File: config.mk
export PLATFORM = sky130hd
export DESIGN_NAME = cycle_timer_monitor
export DESIGN_NICKNAME = d
export VERILOG_FILES = /design/src/rtl/ctm_pkg.sv /design/src/rtl/ctm_stamp.sv /design/src/rtl/ctm_lost_watch.sv /design/src/rtl/ctm_accel_gate.sv /design/src/rtl/cycle_timer_monitor.sv
export SDC_FILE = /design/constraint.sdc
export NUM_CORES = 1
export LEC_CHECK = 0
export BUFFER_PORTS_ARGS = -buffer_cell sky130_fd_sc_hd__buf_2
export CAP_MARGIN = 20
export CELL_PAD_IN_SITES_DETAIL_PLACEMENT = 1
export CELL_PAD_IN_SITES_GLOBAL_PLACEMENT = 2
export CORE_MARGIN = 3
export CORE_UTILIZATION = 30
export DETAILED_ROUTE_END_ITERATION = 6
export PLACE_DENSITY_LB_ADDON = 0.1
export SLEW_MARGIN = 0
export SYNTH_ARGS = -nofsm -noshare
export SYNTH_HDL_FRONTEND = slang
export SYNTH_SLANG_ARGS = --single-unit
File: constraint.sdc
create_clock -name clk -period 1.7 [get_ports clk]
set_clock_uncertainty 0.1 [all_clocks]
set_input_delay 0.085 -clock clk [delete_from_list [all_inputs] [get_ports clk]]
set_output_delay 0.085 -clock clk [all_outputs]
set_load 0.05 [all_outputs]
File: src/rtl/ctm_pkg.sv
package ctm_pkg;

   // Source of a timestamp load on a given clock.
   typedef enum logic [1:0] {
      LD_NONE = 2'd0,
      LD_RX   = 2'd1,
      LD_HOST = 2'd2
   } ld_src_e;

   // Counter width needed to hold the values 0..n.
   function automatic int unsigned ctm_bits(input int unsigned n);
      return (n <= 1) ? 1 : $clog2(n + 1);
   endfunction

endpackage

File: src/rtl/ctm_stamp.sv
module ctm_stamp
   import ctm_pkg::*;
#(
   parameter int unsigned SEC_W   = 7,
   parameter int unsigned CYC_W   = 13,
   parameter int unsigned OFS_W   = 12,
   parameter int unsigned CYC_MAX = 8000,
   parameter int unsigned OFS_MAX = 3072,
   localparam int unsigned TW     = SEC_W + CYC_W + OFS_W
) (
   input  logic          clk,
   input  logic          rst_n,
   input  logic          tick_en,
   input  logic          rx_load,
   input  logic [TW-1:0] rx_time,
   input  logic          wr_en,
   input  logic [TW-1:0] wr_data,
   output logic [TW-1:0] time_o,
   output logic          roll_o
);

   if (OFS_MAX < 2 || OFS_MAX > (1 << OFS_W)) begin : g_bad_ofs
      $error("ctm_stamp: OFS_MAX does not fit OFS_W");
   end
   if (CYC_MAX < 2 || CYC_MAX > (1 << CYC_W)) begin : g_bad_cyc
      $error("ctm_stamp: CYC_MAX does not fit CYC_W");
   end
   if (SEC_W < 1) begin : g_bad_sec
      $error("ctm_stamp: SEC_W must be at least 1");
   end

   logic [TW-1:0]    stamp_q;
   logic [TW-1:0]    stamp_d;
   logic             pend_q;
   logic [TW-1:0]    pend_data_q;
   ld_src_e          src;

   logic [OFS_W-1:0] ofs;
   logic [CYC_W-1:0] cyc;
   logic [SEC_W-1:0] sec;
   logic             ofs_last;
   logic             cyc_last;
   logic [TW-1:0]    bumped;

   assign ofs = stamp_q[OFS_W-1:0];
   assign cyc = stamp_q[OFS_W +: CYC_W];
   assign sec = stamp_q[TW-1 -: SEC_W];

   // Last offset value: a full-width all-ones test when the range is a power of two.
   if (OFS_MAX == (1 << OFS_W)) begin : g_ofs_pow2
      assign ofs_last = &ofs;
   end else begin : g_ofs_cmp
      assign ofs_last = (ofs == OFS_W'(OFS_MAX - 1));
   end

   if (CYC_MAX == (1 << CYC_W)) begin : g_cyc_pow2
      assign cyc_last = &cyc;
   end else begin : g_cyc_cmp
      assign cyc_last = (cyc == CYC_W'(CYC_MAX - 1));
   end

   always_comb begin
      logic [OFS_W-1:0] n_ofs;
      logic [CYC_W-1:0] n_cyc;
      logic [SEC_W-1:0] n_sec;
      n_ofs = ofs_last ? '0 : ofs + OFS_W'(1);
      n_cyc = cyc;
      n_sec = sec;
      if (ofs_last) begin
         n_cyc = cyc_last ? '0 : cyc + CYC_W'(1);
         if (cyc_last) n_sec = sec + SEC_W'(1);
      end
      bumped = {n_sec, n_cyc, n_ofs};
   end

   always_comb begin
      if (rx_load)                       src = LD_RX;
      else if (tick_en && (wr_en || pend_q)) src = LD_HOST;
      else                               src = LD_NONE;
   end

   always_comb begin
      unique case (src)
         LD_RX:   stamp_d = rx_time;
         LD_HOST: stamp_d = wr_en ? wr_data : pend_data_q;
         default: stamp_d = tick_en ? bumped : stamp_q;
      endcase
   end

   always_ff @(posedge clk or negedge rst_n) begin
      if (!rst_n) begin
         stamp_q     <= '0;
         pend_q      <= 1'b0;
         pend_data_q <= '0;
      end else begin
         stamp_q <= stamp_d;
         if (src == LD_HOST) begin
            pend_q <= 1'b0;
         end else if (wr_en) begin
            pend_q      <= 1'b1;
            pend_data_q <= wr_data;
         end
      end
   end

   assign time_o = stamp_q;
   assign roll_o = (src == LD_NONE) && tick_en && ofs_last;


   hold_no_tick_chk: assert property (@(posedge clk) disable iff (!rst_n)
      (!tick_en && !rx_load) |=> $stable(time_o));


   write_on_tick_chk: assert property (@(posedge clk) disable iff (!rst_n)
      (tick_en && wr_en && !rx_load) |=> (time_o == $past(wr_data)));


   rx_load_chk: assert property (@(posedge clk) disable iff (!rst_n)
      rx_load |=> (time_o == $past(rx_time)));

endmodule

File: src/rtl/ctm_lost_watch.sv
module ctm_lost_watch
   import ctm_pkg::*;
#(
   parameter int unsigned OFS_MAX = 3072,
   parameter int unsigned MARGIN  = 16,
   parameter bit          LOST_EN = 1'b1,
   localparam int unsigned LIMIT  = OFS_MAX + MARGIN,
   localparam int unsigned CW     = ctm_bits(LIMIT)
) (
   input  logic clk,
   input  logic rst_n,
   input  logic tick_en,
   input  logic slave_i,
   input  logic rx_seen_i,
   output logic lost_o
);

   if (LIMIT < 2) begin : g_bad_limit
      $error("ctm_lost_watch: window too short");
   end

   if (LOST_EN) begin : g_watch
      logic          armed_q;
      logic [CW-1:0] cnt_q;
      logic          lost_q;

      always_ff @(posedge clk or negedge rst_n) begin
         if (!rst_n) begin
            armed_q <= 1'b0;
            cnt_q   <= '0;
            lost_q  <= 1'b0;
         end else begin
            lost_q <= 1'b0;
            if (!slave_i) begin
               armed_q <= 1'b0;
               cnt_q   <= '0;
            end else if (rx_seen_i) begin
               armed_q <= 1'b1;
               cnt_q   <= '0;
            end else if (armed_q && tick_en) begin
               if (cnt_q == CW'(LIMIT - 1)) begin
                  lost_q  <= 1'b1;
                  armed_q <= 1'b0;
                  cnt_q   <= '0;
               end else begin
                  cnt_q <= cnt_q + CW'(1);
               end
            end
         end
      end

      assign lost_o = lost_q;
   end else begin : g_no_watch
      assign lost_o = 1'b0;
   end


   no_lost_after_rx_chk: assert property (@(posedge clk) disable iff (!rst_n)
      rx_seen_i |=> !lost_o);


   lost_only_slave_chk: assert property (@(posedge clk) disable iff (!rst_n)
      lost_o |-> $past(slave_i));

endmodule

File: src/rtl/ctm_accel_gate.sv
module ctm_accel_gate (
   input  logic clk,
   input  logic rst_n,
   input  logic bound_i,
   input  logic next_i,
   output logic en_o
);

   logic en_q;

   always_ff @(posedge clk or negedge rst_n) begin
      if (!rst_n)       en_q <= 1'b0;
      else if (bound_i) en_q <= next_i;
   end

   assign en_o = en_q;


   accel_hold_chk: assert property (@(posedge clk) disable iff (!rst_n)
      !bound_i |=> $stable(en_o));

endmodule

File: src/rtl/cycle_timer_monitor.sv
module cycle_timer_monitor #(
   parameter int unsigned SEC_W       = 7,
   parameter int unsigned CYC_W       = 13,
   parameter int unsigned OFS_W       = 12,
   parameter int unsigned CYC_MAX     = 8000,
   parameter int unsigned OFS_MAX     = 3072,
   parameter int unsigned LOST_MARGIN = 16,
   parameter bit          LOST_EN     = 1'b1,
   localparam int unsigned TW         = SEC_W + CYC_W + OFS_W
) (
   input  logic          clk,
   input  logic          rst_n,
   input  logic          tick_en,
   input  logic          master_en,
   input  logic          wr_en,
   input  logic [TW-1:0] wr_data,
   output logic [TW-1:0] rd_data,
   input  logic          rx_cs_valid,
   input  logic [TW-1:0] rx_cs_time,
   input  logic          accel_next,
   output logic          cs_req,
   output logic          cs_event,
   output logic          cycle_lost,
   output logic          accel_en
);

   logic rx_load;
   logic roll;
   logic boundary;
   logic cs_req_q;
   logic cs_evt_q;

   assign rx_load  = rx_cs_valid && !master_en;
   assign boundary = master_en ? roll : rx_load;

   ctm_stamp #(
      .SEC_W   (SEC_W),
      .CYC_W   (CYC_W),
      .OFS_W   (OFS_W),
      .CYC_MAX (CYC_MAX),
      .OFS_MAX (OFS_MAX)
   ) u_stamp (
      .clk     (clk),
      .rst_n   (rst_n),
      .tick_en (tick_en),
      .rx_load (rx_load),
      .rx_time (rx_cs_time),
      .wr_en   (wr_en),
      .wr_data (wr_data),
      .time_o  (rd_data),
      .roll_o  (roll)
   );

   ctm_lost_watch #(
      .OFS_MAX (OFS_MAX),
      .MARGIN  (LOST_MARGIN),
      .LOST_EN (LOST_EN)
   ) u_lost (
      .clk       (clk),
      .rst_n     (rst_n),
      .tick_en   (tick_en),
      .slave_i   (!master_en),
      .rx_seen_i (rx_load),
      .lost_o    (cycle_lost)
   );

   ctm_accel_gate u_accel (
      .clk     (clk),
      .rst_n   (rst_n),
      .bound_i (boundary),
      .next_i  (accel_next),
      .en_o    (accel_en)
   );

   always_ff @(posedge clk or negedge rst_n) begin
      if (!rst_n) begin
         cs_req_q <= 1'b0;
         cs_evt_q <= 1'b0;
      end else begin
         cs_req_q <= master_en && roll;
         cs_evt_q <= boundary;
      end
   end

   assign cs_req   = cs_req_q;
   assign cs_event = cs_evt_q;


   req_at_zero_chk: assert property (@(posedge clk) disable iff (!rst_n)
      cs_req |-> ((rd_data[OFS_W-1:0] == '0) && cs_event));


   req_master_only_chk: assert property (@(posedge clk) disable iff (!rst_n)
      cs_req |-> $past(master_en));


   slave_event_chk: assert property (@(posedge clk) disable iff (!rst_n)
      (rx_cs_valid && !master_en) |=> cs_event);

endmodule

After elaboration in Yosys (flattened, before gate mapping). Cells that the tools add are included.

Add/sub/neg operators: 4. Multiply operators: 0. Div/mod/pow operators: 0. Order comparisons: 0. Eq/ne operators: 5. Shift operators: 0. Multiplexer cells: 25. Bitwise operators: 0. Reductions and logical operators: 18.

Operators by type and width (count): 2-to-1 mux 32 bit (2); case mux 32 bit (2 select lines) (1); 2-to-1 mux 12 bit (5); 2-to-1 mux 13 bit (2); adder 12 x 1 -> 12 bit, second input constant (2); equality test 12 bit, second input constant (2); nonzero test 3 bit (5); 2-to-1 mux 7 bit (2); adder 13 x 1 -> 13 bit, second input constant (1); equality test 13 bit, second input constant (1); 2-to-1 mux 1 bit (11); adder 7 x 1 -> 7 bit, second input constant (1); logical AND 1 bit (6); 2-to-1 mux 2 bit (2); AND reduction 2 bit (2); AND reduction 3 bit (1); equality test 2 x 1 -> 1 bit, second input constant (1); equality test 2 bit, second input constant (1); zero test 2 bit (1); nonzero test 2 bit (1); zero test 1 bit (1); logical OR 1 bit (1).

Register bits after elaboration: 82. Bits in latches: 0. Bits in writable memories: 0. Bits in read-only memories: 0. Bits of input ports: 71. Output and inout bits: 36. Word-level logic and storage cells: 63. Memories: 0.

Logic depth before layout (Yosys ltp).
Depth after elaboration: 8. Gate-level depth with buffers: 8. Gate-level depth less buffers: 6.

Cells and area by module. Synthesis repeated with hierarchy kept, for this count alone.

Cells, all modules: 470. Area, all modules: 4815.9 um^2.

Modules (own cells, without submodules): ctm_stamp (instances 1, cells each 385, area each 3900.0 um^2, sequential area each 1626.6 um^2); ctm_lost_watch (instances 1, cells each 77, area each 790.8 um^2, sequential area each 350.3 um^2); cycle_timer_monitor (instances 1, cells each 6, area each 85.1 um^2, sequential area each 50.0 um^2); ctm_accel_gate (instances 1, cells each 2, area each 40.0 um^2, sequential area each 25.0 um^2).

Worst setup path before layout. OpenSTA, ideal clock, no wires.

Path type: register to register. Start point: register u_stamp.stamp_q[12], in the netlist u_stamp.time_o[12]. End point: register u_stamp.stamp_q[19], in the netlist u_stamp.time_o[19]. Setup time: 121 ps. Arrival: 2078 ps. Data required time: 1479 ps. Slack: -599 ps. Cell stages (with the launch flop): 8. Buffers on the path: 1. Clock period less this slack: 2299 ps. Cells stage by stage: dfrtp_1 -> ha_1 -> nand3_2 -> nor4_2 -> nand2b_2 -> buf_6 -> o31ai_1 -> a22o_1.

Word-level cells in the longest chain between the ends: 5. Elaborated cells on any way between the ends: 6. Classes of those cells: 1 x add/sub; 1 x eq/ne; 4 x mux.

Ends and longest elaborated chain: start: declaration (RTL line ctm_stamp.sv:32) `logic [TW-1:0] stamp_q;`; start signal: assignment (RTL line ctm_stamp.sv:96) `stamp_q <= stamp_d;`; adder 13 x 1 -> 13 bit or equality test 13 bit (tied branches) (RTL line ctm_stamp.sv:70, ctm_stamp.sv:59); 2-to-1 mux 13 bit (*) (RTL line ctm_stamp.sv:70) `n_cyc = cyc_last ? '0 : cyc + CYC_W'(1);`; 2-to-1 mux 13 bit (*) (RTL line ctm_stamp.sv:69) `if (ofs_last) begin`; 2-to-1 mux 32 bit (*) (RTL line ctm_stamp.sv:86) `default: stamp_d = tick_en ? bumped : stamp_q;`; case mux 32 bit (2 select lines) (*) (RTL line ctm_stamp.sv:83) `unique case (src)`.

Every way passes the cells marked *; elsewhere a longest branch is shown, timed or not. The select of a mux whose other input is x is not followed. A chain may end at the register's enable or synchronous reset.

Worst setup path in the final report.
Start point: register u_stamp.stamp_q[18], in the netlist u_stamp.time_o[18]. End point: register u_stamp.stamp_q[15], in the netlist u_stamp.time_o[15].

Word-level cells in the longest chain between the ends: 5.

Ends and longest elaborated chain: equality test 13 bit (RTL line ctm_stamp.sv:59) `assign cyc_last = (cyc == CYC_W'(CYC_MAX - 1));`; 2-to-1 mux 13 bit (RTL line ctm_stamp.sv:70); 2-to-1 mux 13 bit (RTL line ctm_stamp.sv:69); 2-to-1 mux 32 bit (RTL line ctm_stamp.sv:86); case mux 32 bit (2 select lines) (RTL line ctm_stamp.sv:83).

Every way passes these cells. The select of a mux whose other input is x is not followed.

==> flow_metrics.py <==
metrics = {
    "critical_path": {
        "crit_chain": "nand3b_1, nor4_4, buf_4, nor2_2, buf_4, a21oi_1, o22ai_1",
        "critical_path_class": "reg2reg",
        "endpoint_kind": "flip-flop",
        "worst_path_largest_cell_delay_ns": 0.40,
        "worst_ep_required_time_ns": 1.82,
        "start_kind": "flip-flop",
        "arrival_ns": 2.00,
        "critPathMostFrequentCell": "buf_4",
        "crit_slowest_cell": "dfrtp_2",
        "path_max_fanout": 5,
        "crit_family": "simple AND/OR/NAND/NOR gates",
        "path_buf_inv": 2,
    },
    "cts": {
        "cts_made_buffers": 9,
        "clkSlewWorstSetupHoldPaths_ns": 0.06,
        "root_buffer": "clkbuf_16",
        "insertion_delay_ns": 0.35,
        "clockBufferDepth": 2,
        "cts_tree": "built",
        "htreeDepth": 3,
        "numClockSinks": 82,
    },
    "global_routing": {
        "grt_util_all_layers": 0.2012,
        "grt_max_degree": 33,
        "grt_pass1_wl_um": 26160,
        "antenna_found_initial": 0,
        "grt-ovfl-total": 0,
        "grt_pass1_vias": 4949,
    },
    "finish": {
        "fill_cells": 1654,
        "multi_input_area_um2": 2778,
        "n_antenna_cell": 0,
        "area_growth_pct": 63.71,
        "final_common_cell": "buf_2",
        "drive_gt1_frac": 0.4842,
        "fin_nets": 797,
        "regArea_um2": 2083,
        "final_cell_mix": "buf_2, buf_4, dfrtp_1",
    },
    "synthesis": {
        "async_flop_share": 1.000,
        "synth.avg_cell_area_um2": 9.778,
        "ys.flop_type": "dfrtp_1",
        "synth_area_um2": 4596,
        "syn_nets": 545,
        "synth-seq-area-share": 0.4465,
        "synth-edff-count": 0,
        "synth_cell_types": 57,
        "ys_ff_latch": 82,
        "yosysWarnings": 0,
        "synthCells": 470,
    },
    "detailed_routing": {
        "via_count": 4781,
        "drtIter0Drc": 272,
        "drt-total-wl_um": 17300,
        "via_per_inst": 5.248,
        "wl_per_cell_um": 18.99,
        "ant_nets": 0,
        "drc_errors": 0,
        "drtPass1Iterations": 5,
    },
    "die": {
        "die-area_um2": 16840,
        "chipWidth_um": 129.8,
        "core_area_um2": 14750,
        "die_height_um": 129.8,
        "ioPinCount": 107,
        "start_util": 0.3115,
        "row_count": 44,
    },
    "timing": {
        "finalHoldViolCount": 0,
        "period_needed_ns": 1.883,
        "final-max-slew-violation-count": 0,
        "tightest_slew_ns": 0.4239,
        "slew_headroom": 0.7093,
        "setup_viol": 41,
        "fin_crit_sh": 1.108,
        "fin_ws_ns": -0.1830,
        "grt_setup_unrepaired": "true",
        "max_freq_mhz": 531.1,
    },
    "min_path": {
        "min_path_type": "in2reg",
    },
    "placement": {
        "io_buffers": 106,
        "place_hpwl_um": 11720,
        "gp_congestion": 0.7980,
        "detailedPlace.worstSlack_ns": -0.1980,
    },
    "power_and_ir_drop": {
        "peakVddDrop_mv": 0.5060,
        "p_per_area_nw_per_um2": 1029,
        "power.total_mw": 7.742,
        "p_leak_nw": 3.402,
    },
    "status": {
        "violations": "setup timing",
        "status": "finished, violations left",
    },
    "run": {
        "drv_cap": 0,
    },
}
-- logic make-up (layout without fill, tap and decap cells) --
group / after synthesis / in the layout / synth area share
xor+xnor: 11 / 11 / 0.02096
fa+ha+maj: 4 / 4 / 0.01089
simple gates: 153 / 155 / 0.1634
mux: 51 / 51 / 0.1203
compound gates: 132 / 132 / 0.1977
flops: 82 / 82 / 0.4465
buf+inv: 37 / 292 / 0.04029
-- worst paths after layout --
kind	slack, ns	cells after the start	to	start
setup / recovery	-0.18	7	u_stamp.time_o[15]$_DFFE_PN0P_	u_stamp.time_o[18]$_DFFE_PN0P_
hold / removal	0.005	3	u_stamp.pend_data_q[2]$_DFFE_PN0N_	wr_data[2]
setup reg to reg	-0.18	7	u_stamp.time_o[15]$_DFFE_PN0P_	u_stamp.time_o[18]$_DFFE_PN0P_
hold reg to reg	0.41	1	u_stamp.pend_data_q[22]$_DFFE_PN0N_	u_stamp.pend_data_q[22]$_DFFE_PN0N_
max in group asynchronous	0.85	3	u_stamp.pend_data_q[13]$_DFFE_PN0N_	rst_n
min in group asynchronous	0.09	2	u_stamp.pend_data_q[22]$_DFFE_PN0N_	rst_n
-- metal layers --
| layer | wire length [um] | part of all wire | vias to the layer above | track usage |
|---|---|---|---|---|
| li1 | - | - | 2262 | - |
| met1 | 8255 | 0.48 | 2393 | 0.2796 |
| met2 | 8073 | 0.47 | 100 | 0.3233 |
| met3 | 604 | 0.035 | 26 | 0.02456 |
| met4 | 364 | 0.021 | 0 | 0.07457 |
| met5 | 0 | 0 | - | 0 |
-- per-stage QoR --
step                      hold WS (ns)  setup TNS [ns]  utilization  instances  area, um2
final                         0.005061          -2.614       0.5099        911       7523
after global routing           0.01342          -5.638       0.5099        911       7523
after CTS                    0.0004902          -1.967       0.4791        886       7069
after detailed placement      -0.09522          -3.625       0.4056        810       5984
after global placement        -0.09133          -1.731       0.4056        810       5984
after floorplan                -0.3106          -3.046            -        470       4720
-- synth_stat cells, drive strengths merged, types with 3 or more instances --
| library cell | n | area (um2) |
|---|---|---|
| dfrtp | 82 | 2052 |
| nor2 | 55 | 209.0 |
| a21oi | 36 | 195.2 |
| mux2 | 34 | 382.9 |
| nand2 | 28 | 105.1 |
| o21ai | 28 | 147.6 |
| buf | 20 | 121.4 |
| mux2i | 17 | 170.2 |
| nand3 | 13 | 75.07 |
| nor3 | 12 | 60.06 |
| o22ai | 12 | 81.33 |
| inv | 11 | 41.29 |
| and3 | 9 | 56.30 |
| nand2b | 8 | 52.55 |
| nand4 | 8 | 50.05 |
| o22a | 8 | 70.07 |
| a222oi | 7 | 70.07 |
| a2bb2oi | 6 | 52.55 |
| clkbuf | 6 | 22.52 |
| o2bb2ai | 6 | 52.55 |
| xnor2 | 6 | 52.55 |
| a221oi | 5 | 43.79 |
| and2 | 5 | 31.28 |
| nor4 | 5 | 37.53 |
| xor2 | 5 | 43.79 |
| ha | 4 | 50.05 |
| a31oi | 3 | 18.77 |
| and4 | 3 | 26.28 |
| o21a | 3 | 22.52 |
| o221ai | 3 | 26.28 |
-- sequential cells by signal (all words and copies together), names as in the netlist --
signal and cells:
u_lost.lost_o 1, u_accel.en_o 1, u_stamp.time_o 32, cs_event 1
u_lost.g_watch.cnt_q 12, u_stamp.pend_q 1, u_lost.g_watch.armed_q 1, u_stamp.pend_data_q 32
cs_req 1
-- repair_timing --
action,in CTS,in global routing
pin swaps,15,30
gates cloned,4,3
hold buffers,44,0
setup buffers,12,24
gates resized for setup,41,64
hold endpoints to repair,124,0
setup endpoints to repair,53,65
-- tightest hold or removal path, cell delays in order --
cell and delay, ns:
buf_2 0.08, mux2i_1 0.09, a21oi_1 0.15
-- area by class of cell --
class,instances,area share
clock buffers,11,0.03226
clock inverters,5,0.01048
inverters,11,0.005488
multi-input cells,353,0.3692
flip-flops and latches,82,0.2769
well taps,184,0.03060
repair buffers,265,0.2751
-- power by group --
group	internal, mW	leakage [nW]	switching (mW)
Combinational	1.29	2.28	1.76
Clock	1.33	0.159	0.832
Sequential	2.29	0.965	0.246
Total	4.90	3.40	2.84
Power figures use the tool's default switching activity.
